### config.mk
export PLATFORM = sky130hd
export DESIGN_NAME = rngc_top
export DESIGN_NICKNAME = d
export VERILOG_FILES = /design/src/rtl/rngc_pkg.sv /design/src/rtl/rngc_ctrl_regs.sv /design/src/rtl/rngc_status.sv /design/src/rtl/rngc_words.sv /design/src/rtl/rngc_rdmux.sv /design/src/rtl/rngc_top.sv
export SDC_FILE = /design/constraint.sdc
export NUM_CORES = 1
export LEC_CHECK = 0
export ABC_CLOCK_PERIOD_IN_PS = 1600
export BUFFER_PORTS_ARGS = -buffer_cell sky130_fd_sc_hd__buf_2
export CAP_MARGIN = 30
export CORE_AREA = 2 2 149 151
export CTS_BUF_LIST = sky130_fd_sc_hd__clkbuf_4
export DETAILED_ROUTE_END_ITERATION = 8
export DIE_AREA = 0 0 151 153
export HOLD_SLACK_MARGIN = 0.15
export PLACE_DENSITY_LB_ADDON = 0.1
export SLEW_MARGIN = 5
export SYNTH_ARGS = -nofsm -noshare
export SYNTH_HDL_FRONTEND = slang
export SYNTH_SLANG_ARGS = --single-unit
### constraint.sdc
create_clock -name clk -period 1.6 [get_ports clk]
set_input_delay 0.32 -clock clk [delete_from_list [all_inputs] [get_ports clk]]
set_output_delay 0.32 -clock clk [all_outputs]
set_load 0.05 [all_outputs]
### src/rtl/rngc_pkg.sv
package rngc_pkg;
   localparam int unsigned OFS_WORD0 = 'h00;
   localparam int unsigned OFS_STAT  = 'h10;
   localparam int unsigned OFS_CTRL  = 'h14;
   localparam int unsigned OFS_CFG   = 'h18;
   localparam int unsigned OFS_ALARM = 'h1C;
   localparam int unsigned OFS_REV   = 'h7C;
   localparam int unsigned EN_BIT    = 10;
   localparam int unsigned READY_BIT = 0;
   localparam int unsigned MAXR_LSB  = 16;
   localparam int unsigned REVMAJ_LSB = 24;
   localparam int unsigned REVMIN_LSB = 20;
   localparam int unsigned REVPAT_LSB = 16;
endpackage

### src/rtl/rngc_ctrl_regs.sv
module rngc_ctrl_regs #(
   parameter int N_FAULT = 7
) (
   input  logic               clk,
   input  logic               rst_n,
   input  logic               wr_ctrl,
   input  logic               wr_cfg,
   input  logic               wr_alarm,
   input  logic               wd_en,
   input  logic [N_FAULT-1:0] wd_fen,
   input  logic [15:0]        wd_max,
   input  logic [7:0]         wd_min,
   input  logic [7:0]         wd_alarm,
   output logic               gen_en,
   output logic [N_FAULT-1:0] fault_en,
   output logic [15:0]        max_refill,
   output logic [7:0]         min_refill,
   output logic [7:0]         alarm_th,
   output logic               en_rise,
   output logic               dis_now
);
   always_ff @(posedge clk or negedge rst_n) begin
      if (!rst_n) begin
         gen_en     <= 1'b0;
         fault_en   <= '0;
         max_refill <= '0;
         min_refill <= '0;
         alarm_th   <= '0;
      end else begin
         if (wr_ctrl) begin
            gen_en   <= wd_en;
            fault_en <= wd_fen;
         end
         if (wr_cfg) begin
            max_refill <= wd_max;
            min_refill <= wd_min;
         end
         if (wr_alarm) alarm_th <= wd_alarm;
      end
   end

   assign en_rise = wr_ctrl & wd_en & ~gen_en;
   assign dis_now = wr_ctrl & ~wd_en;
endmodule

### src/rtl/rngc_status.sv
module rngc_status #(
   parameter int N_FAULT = 7
) (
   input  logic               clk,
   input  logic               rst_n,
   input  logic               wr_stat,
   input  logic [N_FAULT:0]   wclr,
   input  logic [N_FAULT-1:0] hlth_evt,
   input  logic               gen_valid,
   input  logic               gen_en,
   input  logic               dis_now,
   input  logic               en_rise,
   input  logic [N_FAULT-1:0] fault_en,
   output logic               ready,
   output logic [N_FAULT-1:0] faults,
   output logic               capture,
   output logic               refill_req,
   output logic               irq
);
   logic ack_clr;
   logic ack_pulse;

   assign capture   = gen_valid & gen_en & ~ready;
   assign ack_clr   = wr_stat & wclr[0];
   assign ack_pulse = ack_clr & ready;

   always_ff @(posedge clk or negedge rst_n) begin
      if (!rst_n) begin
         ready      <= 1'b0;
         refill_req <= 1'b0;
      end else begin
         if (dis_now) ready <= 1'b0;
         else         ready <= (ready & ~ack_clr) | capture;
         refill_req <= ack_pulse | en_rise;
      end
   end

   // one sticky cell per health fault, set has priority over clear
   for (genvar k = 0; k < N_FAULT; k++) begin : g_fault
      always_ff @(posedge clk or negedge rst_n) begin
         if (!rst_n)                  faults[k] <= 1'b0;
         else if (hlth_evt[k])        faults[k] <= 1'b1;
         else if (wr_stat & wclr[k+1]) faults[k] <= 1'b0;
      end
   end

   assign irq = ready | (|(faults & fault_en));
endmodule

### src/rtl/rngc_words.sv
module rngc_words #(
   parameter int N_WORDS = 4,
   parameter int DATA_W  = 32,
   localparam int FLAT_W = N_WORDS * DATA_W
) (
   input  logic              clk,
   input  logic              rst_n,
   input  logic              capture,
   input  logic [FLAT_W-1:0] gen_data,
   output logic [FLAT_W-1:0] words
);
   for (genvar k = 0; k < N_WORDS; k++) begin : g_word
      always_ff @(posedge clk or negedge rst_n) begin
         if (!rst_n)       words[k*DATA_W +: DATA_W] <= '0;
         else if (capture) words[k*DATA_W +: DATA_W] <= gen_data[k*DATA_W +: DATA_W];
      end
   end
endmodule

### src/rtl/rngc_rdmux.sv
module rngc_rdmux #(
   parameter int         ADDR_W    = 7,
   parameter int         DATA_W    = 32,
   parameter int         N_WORDS   = 4,
   parameter int         N_FAULT   = 7,
   parameter bit         RDATA_REG = 1'b1,
   parameter logic [3:0] REV_MAJOR = 4'h3,
   parameter logic [3:0] REV_MINOR = 4'h1,
   parameter logic [3:0] REV_PATCH = 4'h2,
   localparam int FLAT_W = N_WORDS * DATA_W
) (
   input  logic               clk,
   input  logic               rst_n,
   input  logic               rd,
   input  logic [ADDR_W-1:0]  addr,
   input  logic [FLAT_W-1:0]  words,
   input  logic               gen_en,
   input  logic [N_FAULT-1:0] fault_en,
   input  logic               ready,
   input  logic [N_FAULT-1:0] faults,
   input  logic [15:0]        max_refill,
   input  logic [7:0]         min_refill,
   input  logic [7:0]         alarm_th,
   output logic [DATA_W-1:0]  rdata
);
   import rngc_pkg::*;

   logic [DATA_W-1:0] mux;

   always_comb begin
      mux = '0;
      if (addr == ADDR_W'(OFS_STAT)) begin
         mux[N_FAULT:0] = {faults, ready};
      end else if (addr == ADDR_W'(OFS_CTRL)) begin
         mux[EN_BIT]    = gen_en;
         mux[N_FAULT:1] = fault_en;
      end else if (addr == ADDR_W'(OFS_CFG)) begin
         mux[MAXR_LSB +: 16] = max_refill;
         mux[7:0]            = min_refill;
      end else if (addr == ADDR_W'(OFS_ALARM)) begin
         mux[7:0] = alarm_th;
      end else if (addr == ADDR_W'(OFS_REV)) begin
         mux[REVMAJ_LSB +: 4] = REV_MAJOR;
         mux[REVMIN_LSB +: 4] = REV_MINOR;
         mux[REVPAT_LSB +: 4] = REV_PATCH;
      end else begin
         for (int k = 0; k < N_WORDS; k++) begin
            if (gen_en && addr == ADDR_W'(OFS_WORD0 + 4 * k))
               mux = words[k*DATA_W +: DATA_W];
         end
      end
   end

   if (RDATA_REG) begin : g_rd_flop
      always_ff @(posedge clk or negedge rst_n) begin
         if (!rst_n)  rdata <= '0;
         else if (rd) rdata <= mux;
      end
   end else begin : g_rd_comb
      logic unused_clk;
      assign unused_clk = clk ^ rst_n;
      assign rdata = rd ? mux : '0;
   end
endmodule

### src/rtl/rngc_top.sv
module rngc_top #(
   parameter int         ADDR_W    = 7,
   parameter int         DATA_W    = 32,
   parameter int         N_WORDS   = 4,
   parameter int         N_FAULT   = 7,
   parameter bit         RDATA_REG = 1'b1,
   parameter logic [3:0] REV_MAJOR = 4'h3,
   parameter logic [3:0] REV_MINOR = 4'h1,
   parameter logic [3:0] REV_PATCH = 4'h2,
   localparam int FLAT_W = N_WORDS * DATA_W
) (
   input  logic               clk,
   input  logic               rst_n,
   input  logic               bus_wr,
   input  logic               bus_rd,
   input  logic [ADDR_W-1:0]  bus_addr,
   input  logic [DATA_W-1:0]  bus_wdata,
   output logic [DATA_W-1:0]  bus_rdata,
   input  logic [N_FAULT-1:0] hlth_evt,
   input  logic               gen_valid,
   input  logic [FLAT_W-1:0]  gen_data,
   output logic               gen_enable,
   output logic               refill_req,
   output logic               irq,
   output logic [15:0]        refill_max,
   output logic [7:0]         refill_min,
   output logic [7:0]         alarm_thresh
);
   import rngc_pkg::*;

   if (DATA_W != 32) begin : g_chk_dw
      $error("rngc_top: DATA_W must be 32");
   end
   if (ADDR_W < 7) begin : g_chk_aw
      $error("rngc_top: ADDR_W must reach offset 0x7C");
   end
   if (N_WORDS < 1 || N_WORDS > 4) begin : g_chk_nw
      $error("rngc_top: N_WORDS must lie in 1..4");
   end
   if (N_FAULT < 1 || N_FAULT > 7) begin : g_chk_nf
      $error("rngc_top: N_FAULT must lie in 1..7");
   end

   logic wr_stat, wr_ctrl, wr_cfg, wr_alarm;
   logic en_rise_w, dis_now_w, capture_w, ready_w;
   logic [N_FAULT-1:0] fault_en_w, faults_w;
   logic [FLAT_W-1:0]  words_flat;
   logic unused_wbits;

   assign wr_stat  = bus_wr & (bus_addr == ADDR_W'(OFS_STAT));
   assign wr_ctrl  = bus_wr & (bus_addr == ADDR_W'(OFS_CTRL));
   assign wr_cfg   = bus_wr & (bus_addr == ADDR_W'(OFS_CFG));
   assign wr_alarm = bus_wr & (bus_addr == ADDR_W'(OFS_ALARM));
   assign unused_wbits = ^bus_wdata;

   rngc_ctrl_regs #(.N_FAULT(N_FAULT)) u_ctrl (
      .clk        (clk),
      .rst_n      (rst_n),
      .wr_ctrl    (wr_ctrl),
      .wr_cfg     (wr_cfg),
      .wr_alarm   (wr_alarm),
      .wd_en      (bus_wdata[EN_BIT]),
      .wd_fen     (bus_wdata[N_FAULT:1]),
      .wd_max     (bus_wdata[MAXR_LSB +: 16]),
      .wd_min     (bus_wdata[7:0]),
      .wd_alarm   (bus_wdata[7:0]),
      .gen_en     (gen_enable),
      .fault_en   (fault_en_w),
      .max_refill (refill_max),
      .min_refill (refill_min),
      .alarm_th   (alarm_thresh),
      .en_rise    (en_rise_w),
      .dis_now    (dis_now_w)
   );

   rngc_status #(.N_FAULT(N_FAULT)) u_stat (
      .clk        (clk),
      .rst_n      (rst_n),
      .wr_stat    (wr_stat),
      .wclr       (bus_wdata[N_FAULT:0]),
      .hlth_evt   (hlth_evt),
      .gen_valid  (gen_valid),
      .gen_en     (gen_enable),
      .dis_now    (dis_now_w),
      .en_rise    (en_rise_w),
      .fault_en   (fault_en_w),
      .ready      (ready_w),
      .faults     (faults_w),
      .capture    (capture_w),
      .refill_req (refill_req),
      .irq        (irq)
   );

   rngc_words #(.N_WORDS(N_WORDS), .DATA_W(DATA_W)) u_words (
      .clk      (clk),
      .rst_n    (rst_n),
      .capture  (capture_w),
      .gen_data (gen_data),
      .words    (words_flat)
   );

   rngc_rdmux #(
      .ADDR_W(ADDR_W), .DATA_W(DATA_W), .N_WORDS(N_WORDS), .N_FAULT(N_FAULT),
      .RDATA_REG(RDATA_REG), .REV_MAJOR(REV_MAJOR), .REV_MINOR(REV_MINOR),
      .REV_PATCH(REV_PATCH)
   ) u_rd (
      .clk        (clk),
      .rst_n      (rst_n),
      .rd         (bus_rd),
      .addr       (bus_addr),
      .words      (words_flat),
      .gen_en     (gen_enable),
      .fault_en   (fault_en_w),
      .ready      (ready_w),
      .faults     (faults_w),
      .max_refill (refill_max),
      .min_refill (refill_min),
      .alarm_th   (alarm_thresh),
      .rdata      (bus_rdata)
   );
endmodule

==> summary.md <==
| Metric | Value |
|---|---|
| Slew HR | `56.7%` |
| Logic gate share of total power | `29.2%` |
| Worst Setup End Kind | `primary output` |
| CTS sink cnt | `209` |
| Max-cap violations | `0` |
| Share of post-route cells with drive strength above 1 | `56.8%` |
| Worst-path maximum fanout | `2` |
| Syn Inst Count | `661` |
| Sw frac | `28.4%` |
| Wire per inst | `20.9 um` |
| Endpoints failing hold | `0` |
| Worst path bufs/invs | `1` |
| First-pass GRT wire length | `44700 um` |
| Die width | `151 um` |
| Hold Path Class | `input port to flip-flop` |
| Vias in the first global route | `8535` |
| Min Clock Period, post-route | `2.18 ns` |
| DRT iter0 DRCs | `299` |
| Sequential share of the synthesized area | `56.2%` |
| Hpwl dp | `18800 um` |
| Cts bufs inserted | `56` |
| PnR worst setup slack | `-0.576 ns` |
| Clk buf depth | `3` |
| CTS root buffer | `clkbuf_4` |
| Vias/cell | `5.20` |
| Grt ovf | `0` |
| Internal power | `12800 uW` |
| Pwr Total | `17800 uW` |
| IO Pins | `246` |
| Fillers | `1338` |
| Final ANT Viol Nets | `0` |
| Status | `finished with violations` |
| Clock network power share | `27.8%` |
| # DRC | `0` |
| Gr usage total | `25.0%` |
| CP max-delay cell | `dfrtp_1` |
| Final setup vio count | `158` |
| Port Buf Inserts | `238` |
| Reg clk slew, reported paths | `0.06 ns` |
| Initial antenna violation count | `2` |
| Mapped Avg Cell Area | `14.1 sq um` |
| Syn Nets | `840` |
| Reg power frac | `43.0%` |
| Synthesis-stage register bit count | `209` |
| Via count | `8030` |
| Final instance area | `16000 sq um` |
| CP delay by family, top | `compound AO/OA/AOI/OAI gates` |
| Fmax | `0.460 GHz` |
| Global placement routability congestion | `0.826` |
| CORE AREA | `21500 sq um` |
| Row cnt | `54` |
| Starting density of the core | `43.3%` |
| CP max stage delay | `0.38 ns` |
| Crit start category | `flip-flop` |
| Worst EP required | `1.28 ns` |
| Final slew viol count | `0` |
| Largest net degree at the start of global routing | `47` |
| Crit path DAT | `1.86 ns` |
| Clock Latency Late Sink | `0.67 ns` |
| Post-synth EDFFs | `0` |
| Die area | `23100 sq um` |
| Main synth FF type | `dfrtp_1` |
| Asr flop ratio synth | `100%` |
| Max VDD drop | `0.702 mV` |
| Crit Path Class | `flip-flop to primary output` |
| RSZ-0062 raised after global routing | `true` |
| Synth Cell Area | `9310 sq um` |
| WL final | `32400 um` |
| Worst hold slack | `0.238 ns` |
| Placed cells | `1203` |
| Pre-antenna DRT Iters | `5` |
| Reported net switching power | `5060 uW` |
| CTS tree | `yes` |
| Count of unique library cells instantiated by Yosys | `46` |
| Placement Setup Slack | `-0.270 ns` |
| Slew @ Worst Pin | `0.648 ns` |
| Final Skew | `0.0337 ns` |
| Placed cell area | `11400 sq um` |
| Failing checks | `negative setup slack` |
| H-tree levels | `2` |
| # nets final | `1401` |
| Crit path cell chain | `a22o_1 -> a221oi_2 -> nand3_1 -> buf_6` |
| Synth warn | `0` |
| Pleak | `0.00809 uW` |
| Pwr/cell area | `1120 nW/um^2` |
| Die Ht | `153 um` |
| Period utilization | `136%` |
| Post-Layout Cell Count | `1545` |
| Layout area overhead | `71.5%` |
-- cell families (layout without fill, tap and decap cells) --
group                  Yosys count  count (layout)  synth area share, %
AND/OR/NAND/NOR                106             106                 5.83
AO/OA/AOI/OAI                   82              82                 5.98
multiplexers                   209             209                 29.2
other                            0               2                    0
flip-flops                     209             209                 56.2
buffers and inverters           55             657                 2.80
-- final timing paths --
kind	startpoint	end	slack (ns)	cells past startpoint
worst min-delay path	bus_wr	u_stat.refill_req$_DFF_PN0_	0.24	3
max in group asynchronous	rst_n	u_ctrl.gen_en$_DFFE_PN0P_	0.25	3
min in group asynchronous	rst_n	u_words.words[43]$_DFFE_PN0P_	0.30	3
worst min register to register	u_words.words[83]$_DFFE_PN0P_	u_words.words[83]$_DFFE_PN0P_	0.51	1
worst max-delay path	u_stat.faults[3]$_DFFE_PN0P_	irq	-0.58	4
worst max register to register	u_ctrl.gen_en$_DFFE_PN0P_	u_words.words[122]$_DFFE_PN0P_	-0.16	7
-- metal layers --
metal,vias up,track usage (%),part of all wire [%],routed length [um]
met5,-,0,0.040,13
met4,2,8.01,2.7,882
met3,77,5.73,6.0,1960
met2,329,43.3,51,16400
met1,4025,30.9,41,13100
li1,3597,-,-,-
-- power by group through the flow --
stage / registers [uW] / logic, uW / clock network (uW)
2_1_floorplan: 7640 / 2120 / 0
3_3_place_gp: 7470 / 3350 / 0
3_5_place_dp: 7600 / 3470 / 0
4_1_cts: 7510 / 4020 / 5030
5_1_grt: 7810 / 5500 / 5350
6_report: 7670 / 5200 / 4960
-- stage by stage --
stage | setup TNS [ns] | util [%]
floorplan | -7.04 | -
global placement | -14.73 | 52.9
detailed placement | -15.28 | 52.9
CTS | -4.82 | 66.8
global route | -22.91 | 74.3
finish | -18.12 | 74.3
-- cell usage in the layout (no fill, tap or decap), drive strengths merged, types with 4 or more instances in the layout --
cell type,instances
a22oi,4
nand2,24
o2bb2ai,6
nor2,44
o21ai,23
a21o,7
mux2i,11
clkbuf,98
clkinv,13
buf,365
mux2,171
dlygate4sd3,165
mux4,27
nor3,4
dfrtp,209
a21oi,15
inv,13
nand3,18
a221oi,13
-- cells in the mapped netlist, types with 2 or more instances --
master,count,area (sq um)
nand4_1,2,12.5
buf_4,3,22.5
dfrtp_1,209,5230
mux4_2,27,608
nor3_4,2,32.5
o2bb2ai_1,6,52.6
buf_1,3,11.3
mux2i_1,11,110
a32o_1,2,20.0
a31oi_1,2,12.5
o21ai_0,23,115
and4_1,2,17.5
nor3_1,2,10.0
mux2_4,20,300
a221oi_1,13,114
o221ai_1,3,26.3
mux2_2,151,1700
clkbuf_1,22,82.6
a21oi_1,15,75.1
inv_1,13,48.8
a32oi_1,2,17.5
a22oi_1,4,30.0
nor4_1,2,12.5
a21o_1,7,52.6
nor2_1,43,161
buf_6,4,45.0
buf_2,10,50.1
nand3_1,17,85.1
nand2_1,24,90.1
-- registers in the layout (all words and copies together) (netlist names) --
register,flops
u_stat.refill_req,1
u_ctrl.fault_en,7
u_words.words,128
u_rd.rdata,32
u_stat.ready,1
u_ctrl.min_refill,8
u_stat.faults,7
u_ctrl.max_refill,16
u_ctrl.alarm_th,8
u_ctrl.gen_en,1
-- tightest hold or removal path, stage by stage --
cell and delay, ns:
buf_2 0.16, and4_1 0.20, a32o_1 0.19
-- area by class of cell --
class	count	area (sq um)	area share, %
flip-flops and latches	209	5230	32.8
repair buffers	545	4990	31.2
multi-input cells	397	4600	28.8
clock buffers	83	623	3.90
well taps	280	350	2.19
clock inverters	16	116	0.729
inverters	13	52.6	0.329
diodes	2	5.00	0.0313
-- repair_timing --
item,in CTS,in global routing
pin swaps,2,37
hold buffers,165,0
cloned,0,18
hold endpoints to repair,408,0
endpoints found under the setup margin,70,211
buffers inserted,26,31
resized for setup,124,221
Note: power is estimated with default switching activity, not from simulation.
